### src/rtl/gcal_pkg.sv
// Package: shared defaults and types for the gain calibration sequencer.
// Assumes: nothing; it only holds constants and the controller state type.
package gcal_pkg;

    // Default geometry of the calibration run
    localparam int GCAL_STAGES_DEF = 3;
    localparam int GCAL_CODE_W_DEF = 7;
    localparam int GCAL_SLOT_DEF   = 8;

    // Sequencer phase
    typedef enum logic {
        CTRL_IDLE = 1'b0,
        CTRL_RUN  = 1'b1
    } ctrl_state_t;

endpackage

### src/rtl/gcal_slot_timer.sv
// Module: gcal_slot_timer
// Divides a run into fixed slots of SLOT_CYCLES cycles and flags the last
// cycle of every slot as the comparator strobe.
// Assumes: SLOT_CYCLES >= 2; run_i is high for whole slots only.
module gcal_slot_timer #(
    parameter int SLOT_CYCLES = 8,
    parameter int CNT_W       = (SLOT_CYCLES > 1) ? $clog2(SLOT_CYCLES) : 1
) (
    input  logic clk,
    input  logic rst_n,
    input  logic run_i,
    output logic strobe_o
);

    localparam logic [CNT_W-1:0] LAST_CNT = CNT_W'(SLOT_CYCLES - 1);

    logic [CNT_W-1:0] cnt_q;

    // Cycle position inside the current slot; parked at zero while idle
    always_ff @(posedge clk) begin
        if (!rst_n) begin
            cnt_q <= '0;
        end else if (!run_i || cnt_q == LAST_CNT) begin
            cnt_q <= '0;
        end else begin
            cnt_q <= cnt_q + CNT_W'(1);
        end
    end

    // Strobe in the final settle cycle of the slot
    always_comb begin
        strobe_o = run_i && (cnt_q == LAST_CNT);
    end

    // a new run always starts at the first cycle of a slot
    a_r5_slot_starts_at_zero: assert property (@(posedge clk) disable iff (!rst_n)
        $rose(run_i) |-> (cnt_q == '0));

    // strobes are never back to back
    a_r5_strobe_isolated: assert property (@(posedge clk) disable iff (!rst_n)
        strobe_o |=> !strobe_o);

endmodule

### src/rtl/gcal_step_ctrl.sv
// Module: gcal_step_ctrl
// Run controller: accepts start while idle and walks the stage index from
// the back end down to stage 0 and the bit index from MSB to LSB, one step
// per strobe. It requests a code load whenever a stage search begins and
// pulses done after the last decision.
// Assumes: strobe_i only arrives while busy_o is high.
module gcal_step_ctrl
    import gcal_pkg::*;
#(
    parameter int NUM_STAGES = 3,
    parameter int CODE_W     = 7,
    parameter int STG_W      = (NUM_STAGES > 1) ? $clog2(NUM_STAGES) : 1,
    parameter int BIT_W      = (CODE_W > 1) ? $clog2(CODE_W) : 1
) (
    input  logic             clk,
    input  logic             rst_n,
    input  logic             start_i,
    input  logic             strobe_i,
    output logic             busy_o,
    output logic [STG_W-1:0] stage_o,
    output logic [BIT_W-1:0] bit_o,
    output logic             load_o,
    output logic [STG_W-1:0] load_idx_o,
    output logic             done_o
);

    localparam logic [STG_W-1:0] TOP_STAGE = STG_W'(NUM_STAGES - 1);
    localparam logic [BIT_W-1:0] TOP_BIT   = BIT_W'(CODE_W - 1);

    ctrl_state_t      state_q;
    logic [STG_W-1:0] stage_q;
    logic [BIT_W-1:0] bit_q;
    logic             done_q;
    logic             launch;
    logic             stage_end;
    logic             finish;

    // Step events derived from the current position
    always_comb begin
        launch    = (state_q == CTRL_IDLE) && start_i;
        stage_end = (state_q == CTRL_RUN) && strobe_i && (bit_q == '0);
        finish    = stage_end && (stage_q == '0);
    end

    // Phase, stage index, bit index and done pulse
    always_ff @(posedge clk) begin
        if (!rst_n) begin
            state_q <= CTRL_IDLE;
            stage_q <= '0;
            bit_q   <= '0;
            done_q  <= 1'b0;
        end else begin
            done_q <= finish;
            if (launch) begin
                state_q <= CTRL_RUN;
                stage_q <= TOP_STAGE;
                bit_q   <= TOP_BIT;
            end else if (state_q == CTRL_RUN && strobe_i) begin
                if (bit_q != '0) begin
                    bit_q <= bit_q - BIT_W'(1);
                end else if (stage_q != '0) begin
                    stage_q <= stage_q - STG_W'(1);
                    bit_q   <= TOP_BIT;
                end else begin
                    state_q <= CTRL_IDLE;
                end
            end
        end
    end

    // Load request for the stage whose search begins at this edge
    always_comb begin
        load_o     = launch || (stage_end && !finish);
        load_idx_o = launch ? TOP_STAGE : (stage_q - STG_W'(1));
    end

    // Output mapping
    always_comb begin
        busy_o  = (state_q == CTRL_RUN);
        stage_o = stage_q;
        bit_o   = bit_q;
        done_o  = done_q;
    end

    // a run only begins after a start request
    a_r2_busy_needs_start: assert property (@(posedge clk) disable iff (!rst_n)
        $rose(busy_o) |-> $past(start_i));

    // done lasts exactly one cycle
    a_r8_done_single: assert property (@(posedge clk) disable iff (!rst_n)
        done_o |=> !done_o);

    // done coincides with the end of busy
    a_r8_done_ends_run: assert property (@(posedge clk) disable iff (!rst_n)
        done_o |-> (!busy_o && $past(busy_o)));

    // stage index never walks back up during a run
    a_r3_stage_descends: assert property (@(posedge clk) disable iff (!rst_n)
        (busy_o && $past(busy_o)) |-> (stage_q <= $past(stage_q)));

endmodule

### src/rtl/gcal_sar_reg.sv
// Module: gcal_sar_reg
// Trim code register of one stage with successive-approximation update.
// On load it takes the trial value with only the MSB set; on each decision
// it keeps or clears the current trial bit and sets the next lower one.
// Assumes: load_i and a decision never coincide for the same stage.
module gcal_sar_reg #(
    parameter int CODE_W = 7,
    parameter int BIT_W  = (CODE_W > 1) ? $clog2(CODE_W) : 1
) (
    input  logic              clk,
    input  logic              rst_n,
    input  logic              load_i,
    input  logic              active_i,
    input  logic              strobe_i,
    input  logic [BIT_W-1:0]  bit_i,
    input  logic              cmp_low_i,
    output logic [CODE_W-1:0] code_o
);

    localparam logic [CODE_W-1:0] MID_CODE = {1'b1, {(CODE_W-1){1'b0}}};
    localparam logic [CODE_W-1:0] ONE      = {{(CODE_W-1){1'b0}}, 1'b1};

    logic [CODE_W-1:0] code_q;
    logic [CODE_W-1:0] trial;
    logic [CODE_W-1:0] decided;

    // Resolve the trial bit and arm the next lower one
    always_comb begin
        trial   = ONE << bit_i;
        decided = (code_q & ~trial) | (cmp_low_i ? trial : '0) | (trial >> 1);
    end

    // Code storage: reset, load or decision
    always_ff @(posedge clk) begin
        if (!rst_n) begin
            code_q <= MID_CODE;
        end else if (load_i) begin
            code_q <= MID_CODE;
        end else if (active_i && strobe_i) begin
            code_q <= decided;
        end
    end

    assign code_o = code_q;

    // a beginning search starts from the MSB trial value
    a_r4_load_mid: assert property (@(posedge clk) disable iff (!rst_n)
        load_i |=> (code_o == MID_CODE));

    // a stage not under search keeps its code
    a_r7_frozen_when_idle: assert property (@(posedge clk) disable iff (!rst_n)
        (!load_i && !active_i) |=> $stable(code_o));

    // bits above the trial bit are final and never change on a decision
    a_r6_upper_bits_kept: assert property (@(posedge clk) disable iff (!rst_n)
        (active_i && strobe_i && !load_i)
        |=> ((code_o & ~((ONE << ($past(bit_i) + 1'b1)) - ONE))
             == ($past(code_q) & ~((ONE << ($past(bit_i) + 1'b1)) - ONE))));

endmodule

### src/rtl/gcal_seq.sv
// Module: gcal_seq (top)
// Foreground gain calibration sequencer for the calibrated stages of a
// pipelined converter. Owns the slot timer, the run controller and one
// trim code register per stage; drives the per-stage calibration enables.
// Assumes: cmp_low_i is valid in strobe cycles; stage i is pipeline stage i.
module gcal_seq
    import gcal_pkg::*;
#(
    parameter int NUM_STAGES  = GCAL_STAGES_DEF,
    parameter int CODE_W      = GCAL_CODE_W_DEF,
    parameter int SLOT_CYCLES = GCAL_SLOT_DEF
) (
    input  logic                               clk,
    input  logic                               rst_n,
    input  logic                               start_i,
    input  logic                               cmp_low_i,
    output logic [NUM_STAGES-1:0][CODE_W-1:0]  trim_code_o,
    output logic [NUM_STAGES-1:0]              cal_en_o,
    output logic                               cmp_strobe_o,
    output logic                               busy_o,
    output logic                               done_o
);

    localparam int STG_W = (NUM_STAGES > 1) ? $clog2(NUM_STAGES) : 1;
    localparam int BIT_W = (CODE_W > 1) ? $clog2(CODE_W) : 1;

    logic             busy;
    logic             strobe;
    logic [STG_W-1:0] stage;
    logic [BIT_W-1:0] bit_idx;
    logic             load;
    logic [STG_W-1:0] load_idx;
    logic             done;

    gcal_slot_timer #(
        .SLOT_CYCLES (SLOT_CYCLES)
    ) u_slot (
        .clk      (clk),
        .rst_n    (rst_n),
        .run_i    (busy),
        .strobe_o (strobe)
    );

    gcal_step_ctrl #(
        .NUM_STAGES (NUM_STAGES),
        .CODE_W     (CODE_W)
    ) u_ctrl (
        .clk        (clk),
        .rst_n      (rst_n),
        .start_i    (start_i),
        .strobe_i   (strobe),
        .busy_o     (busy),
        .stage_o    (stage),
        .bit_o      (bit_idx),
        .load_o     (load),
        .load_idx_o (load_idx),
        .done_o     (done)
    );

    // One trim register and one enable per calibrated stage
    for (genvar g = 0; g < NUM_STAGES; g++) begin : g_stage
        logic active;
        logic load_me;

        // Stage selection for this register
        always_comb begin
            active  = busy && (stage == STG_W'(g));
            load_me = load && (load_idx == STG_W'(g));
        end

        gcal_sar_reg #(
            .CODE_W (CODE_W)
        ) u_code (
            .clk       (clk),
            .rst_n     (rst_n),
            .load_i    (load_me),
            .active_i  (active),
            .strobe_i  (strobe),
            .bit_i     (bit_idx),
            .cmp_low_i (cmp_low_i),
            .code_o    (trim_code_o[g])
        );

        assign cal_en_o[g] = active;
    end

    // Status outputs
    always_comb begin
        cmp_strobe_o = strobe;
        busy_o       = busy;
        done_o       = done;
    end

    // at most one stage is in calibration mode
    a_r3_single_cal_stage: assert property (@(posedge clk) disable iff (!rst_n)
        $onehot0(cal_en_o));

    // every stage is back in conversion mode when done fires
    a_r8_enables_clear_at_done: assert property (@(posedge clk) disable iff (!rst_n)
        done_o |-> (cal_en_o == '0));

    // codes hold while idle and no start arrives
    a_r9_hold_when_idle: assert property (@(posedge clk) disable iff (!rst_n)
        (!busy_o && !start_i) |=> $stable(trim_code_o));

endmodule

### config.mk
export PLATFORM = sky130hd
export DESIGN_NAME = gcal_seq
export DESIGN_NICKNAME = d
export VERILOG_FILES = /design/src/rtl/gcal_pkg.sv /design/src/rtl/gcal_slot_timer.sv /design/src/rtl/gcal_step_ctrl.sv /design/src/rtl/gcal_sar_reg.sv /design/src/rtl/gcal_seq.sv
export SDC_FILE = /design/constraint.sdc
export NUM_CORES = 1
export LEC_CHECK = 0
export ABC_CLOCK_PERIOD_IN_PS = 1800
export BUFFER_PORTS_ARGS = -buffer_cell sky130_fd_sc_hd__buf_4
export CORE_UTILIZATION = 49
export DETAILED_ROUTE_END_ITERATION = 16
export GPL_TIMING_DRIVEN = 0
export PLACE_DENSITY = 0.75
export SYNTH_ARGS = -nofsm -noshare
export SYNTH_HDL_FRONTEND = slang
export SYNTH_SLANG_ARGS = --single-unit
### constraint.sdc
create_clock -name clk -period 1.8 [get_ports clk]
set_clock_uncertainty 0.2 [all_clocks]
set_input_delay 0.18 -clock clk [delete_from_list [all_inputs] [get_ports clk]]
set_output_delay 0.18 -clock clk [all_outputs]
set_load 0.02 [all_outputs]
# After elaboration in Yosys (flattened, before gate mapping)
# Cells that the tools add are included.
# W data, S select, Z words.
[totals]
input_bits = 4
wordCells = 86
regBits = 31
[op_classes]
add_sub_neg = 3
n_reduce_logical = 38
shifts = 1
bitwise_logic = 13
muxes = 14
eq_ne = 7
[op_table]
columns = ["op", "n"]
rows = [
  ["$and A7 B7 Y7", 3],
  ["$or A7 B6 Y7", 3],
  ["$or A7 B7 Y7", 3],
  ["$logic_and A1 B1 Y1", 15],
  ["$mux W3", 4],
  ["$mux W2", 5],
  ["$reduce_or A2 Y1", 5],
  ["$reduce_and A3 Y1", 3],
  ["$reduce_bool A2 Y1", 4],
  ["$mux W7", 1],
  ["$not A7 Y7", 1],
  ["$shl A1 B3 Y7 const A", 1],
  ["$reduce_bool A3 Y1", 2],
  ["$eq A2 B1 Y1 const B", 2],
  ["$eq A2 B2 Y1 const B", 2],
  ["$logic_not A2 Y1", 2],
  ["$mux W1", 4],
  ["$ne A2 B1 Y1 const B", 2],
  ["$reduce_and A2 Y1", 2],
  ["$add A3 B1 Y3 const B", 1],
  ["$eq A3 B3 Y1 const B", 1],
  ["$logic_not A3 Y1", 1],
  ["$not A1 Y1", 3],
  ["$sub A3 B1 Y3 const B", 1],
  ["other kinds (3)", 5],
]

# Logic depth before layout (Yosys ltp)
[logic_depth]
depth_word = 10
depth_mapped = 7
mapped_depth_nobuf = 6

# Hierarchy
# A second synthesis with hierarchy kept.
[hier_totals]
cells_unflattened = 190
hier_area_um2 = 1821.7
[by_module_without_submodules]
columns = ["module", "n_inst", "cells_each", "seq_area_each_um2", "area_each_um2"]
rows = [
  ["gcal_sar_reg", 3, 41, 140.1, 392.9],
  ["gcal_step_ctrl", 1, 49, 140.1, 432.9],
  ["gcal_slot_timer", 1, 9, 60.1, 127.6],
  ["gcal_seq", 1, 9, 0.0, 82.6],
]

# Worst setup path after synthesis
# Ideal clock, no wire load.
[synth_timing]
kind = "reg2reg"
from = "register u_ctrl.stage_q[0] (netlist: u_ctrl.stage_o[0])"
to = "register g_stage[2].u_code.code_q[0]"
slack_ns = -0.091
required_time_ns = 1.474
setup_time_ns = 0.126
path_stages_with_launch = 6
arrival_time_ns = 1.565
cell_sequence = "dfxtp_1 inv_1 ha_1 or3b_1 o211ai_4 nor3_1"
[synth_between]
elab_chain_len = 7
elab_cells_between_ends = 13
[synth_lines]
columns = ["item", "line_no", "text"]
rows = [
  ["start: declaration", "gcal_step_ctrl.sv:31", "logic [STG_W-1:0] stage_q;"],
  ["start signal: assignment", "gcal_step_ctrl.sv:62", "stage_q <= stage_q - STG_W'(1);"],
  ["branches (longest 7 deep; another with $sub A2 B1 Y2)", "--", ""],
  ["end signal: assignment", "gcal_sar_reg.sv:40", "code_q <= decided;"],
  ["end: declaration", "gcal_sar_reg.sv:23", "logic [CODE_W-1:0] code_q;"],
]
# Parallel ways; which one is timed is not known.
# A chain may end at the register's enable or synchronous reset.

# Worst setup path after layout
# Same ends and word-level chain as after synthesis.

==> reports/results.txt <==
CTS tree = built
Hold_ws = 0.00000844 ns
Clk pin slew, worst setup/hold paths = 0.10 ns
Vias = 1602
Cells after DPL = 256
Outcome = finished with violations
Htree depth = 2
Final Cycle Share = 1.02
Antenna Cells = 0
Layout cells sized above 1 = 0.464
Library cells used by synthesis = 37
Final Non-Filler Cells = 279
Final setup vio count = 8
Worst EP required = 1.84 ns
HP Start = rst_n
Most common cell after layout, fill and taps aside = buf_4
Dominant synthesized flop cell = dfxtp_1
Pint = 0.947 mW
Post-synth EDFFs = 0
Global route overflow = 0
Met1 global-route usage = 0.338
Met2 Track Usage GR = 0.430
Met3 GRT Util = 0.0714
Fmax = 543 MHz
Fillers = 225
Worst reg2reg startpoint = u_ctrl.stage_o[0]
Vias in the first global route = 1472
Clock group share of total power = 0.302
PwrDens = 570 mW/mm^2
Avg Inst Size Synth = 9.00 um^2
Type of destination of the critical path = register
Async S/R FF share, synth = 0
P&R area growth vs syn = 40.7%
Yosys reg bits = 31
Crit start category = register
Max-slew violations = 0
Crit path cell chain = inv_6, ha_4, or3b_4, o211ai_4, nor3_1
Fin util = 0.740
Nets = 249
Power Total = 1.32 mW
Most frequent cells in the layout = buf_4 (43), dfxtp_1 (24), a21oi_1 (19)
First drt pass iteration count = 4
Clk_lat worst skew = 0.35 ns
Post-detail-place hpwl = 2.86 mm
Worst rel slew slack = 0.763
Total of warnings raised by yosys = 0
Die H = 60.0 um
Maximum VDD drop = 399 uV
Crit path from = u_ctrl.stage_o[0]
Final GP Congestion = 0.794
Slowest cell on the critical path = or3b_4
Io pins = 31
Static Leak = 0.962 nW
Actual slew at the worst max-slew pin = 0.354 ns
Sequential power share = 0.533
Pre-CTS worst setup slack = -0.215 ns
Synthesized area = 0.00165 mm^2
Crit path time final = 1.84 ns
Hold WC Path Type = in2reg
Wire per inst = 16.7 um
CTS Buf Count = 5
Initial antenna violation count = 0
WL final = 4.67 mm
Clock root buffer = clkbuf_4
Die area = 0.00360 mm^2
Row count = 20
Combinational share of power = 0.164
RSZ-0062 raised after global routing = yes
First-pass GRT wire length = 6.98 mm
Placed Area = 0.00192 mm^2
Gate count of the mapped netlist = 183
Sequential area share after synthesis = 0.377
Max FO, Critical Path = 7
Post-DRT Antenna Nets = 0
Via-to-Cell Ratio = 5.74
Max incr delay on CP = 0.40 ns
Failing checks = setup timing
Final Hold Vio Count = 0
Kind of critical path = reg2reg
Sw Share = 0.282
# DRC = 0
Num Clock Sinks = 31
Setup ws final = -0.0405 ns
All-Layer GR Usage = 0.269
Setup_tns = -0.206 ns
Largest net degree at the start of global routing = 11
Initial DRC Count = 64
Clock Path Buffers = 2
Floorplan core area = 0.00313 mm^2
Worst endpoint data arrival time = 1.88 ns
Die W = 60.0 um
PortBufs = 29
Most crowded layer after global routing = met2
Max-cap violation count = 0
P_sw = 0.372 mW
Design area = 0.00232 mm^2
Starting Density = 0.526
Syn nets = 198
-- layout make-up --
type / instances / area (um^2) / area share
buffer: 9 / 71.3 / 0.0308
clock buffer: 7 / 45.0 / 0.0194
clock inverter: 1 / 5.00 / 0.00216
inverter: 7 / 36.3 / 0.0157
multi-input combinational: 131 / 1070 / 0.461
sequential: 31 / 637 / 0.275
tap: 44 / 55.1 / 0.0238
timing repair buffer: 49 / 399 / 0.172
-- logic make-up (layout without fill, tap and decap cells) --
family	after synthesis	count (layout)	share of synthesized area
simple gates	76	76	0.271
compound gates	43	43	0.195
flops	31	31	0.377
buf+inv	21	73	0.0676
fa+ha+maj	11	11	0.0836
mux	1	1	0.00684
-- critical path: cells and delay by family, from the launching register on --
family / cells / cell delay, ns
AND/OR/NAND/NOR: 2 / 0.50
flip-flops: 1 / 0.39
AO/OA/AOI/OAI: 1 / 0.35
adder cells (fa/ha/maj): 1 / 0.23
buffers and inverters: 1 / 0.05
-- power by group through the flow --
stage	registers, mW	clock network [mW]	logic, mW
finish	0.704	0.399	0.217
global route	0.705	0.417	0.230
CTS	0.703	0.396	0.189
detailed placement	0.718	0	0.156
global placement	0.717	0	0.150
floorplan	0.717	0	0.116
-- Yosys cell counts (4+ instances only) --
cell / n / area share
dfxtp_1: 31 / 0.38
a21oi_1: 21 / 0.064
nor2_1: 16 / 0.036
nor3_1: 16 / 0.049
ha_1: 11 / 0.084
o21ai_0: 8 / 0.024
buf_4: 7 / 0.032
inv_1: 7 / 0.016
nand3_1: 7 / 0.021
and2_1: 5 / 0.019
buf_2: 5 / 0.015
nand2_1: 5 / 0.011
and3_1: 4 / 0.015
-- per-layer routing --
layer	share of wire	vias up	wire, um
li1	-	752	-
met1	0.42	770	1970
met2	0.49	68	2290
met3	0.071	12	331
met4	0.018	0	82
met5	0	-	0
-- registers in the layout, summed over array words and instances (netlist names), named ones only --
register,cells
g_stage.u_code.code_o,18
u_ctrl.bit_o,3
u_ctrl.busy_o,1
u_ctrl.done_o,1
u_ctrl.stage_o,2
u_slot.cnt_q,3
-- final timing paths --
check	end	slack, ns	cells past startpoint
hold / removal	u_ctrl.bit_o[1]	0.000008	2
setup reg to reg	g_stage[2].u_code.code_o[0]	-0.04	5
hold reg to reg	u_slot.cnt_q[0]	0.24	1
setup / recovery	g_stage[2].u_code.code_o[0]	-0.04	5
-- timing repair --
action / in CTS / in global routing
hold endpoints to repair: 4 / 0
hold buffers: 2 / 0
gates resized for setup: 34 / 26
setup buffers: 13 / 5
setup endpoints to repair: 28 / 26
pin swaps: 9 / 8
Power figures use the tool's default switching activity.
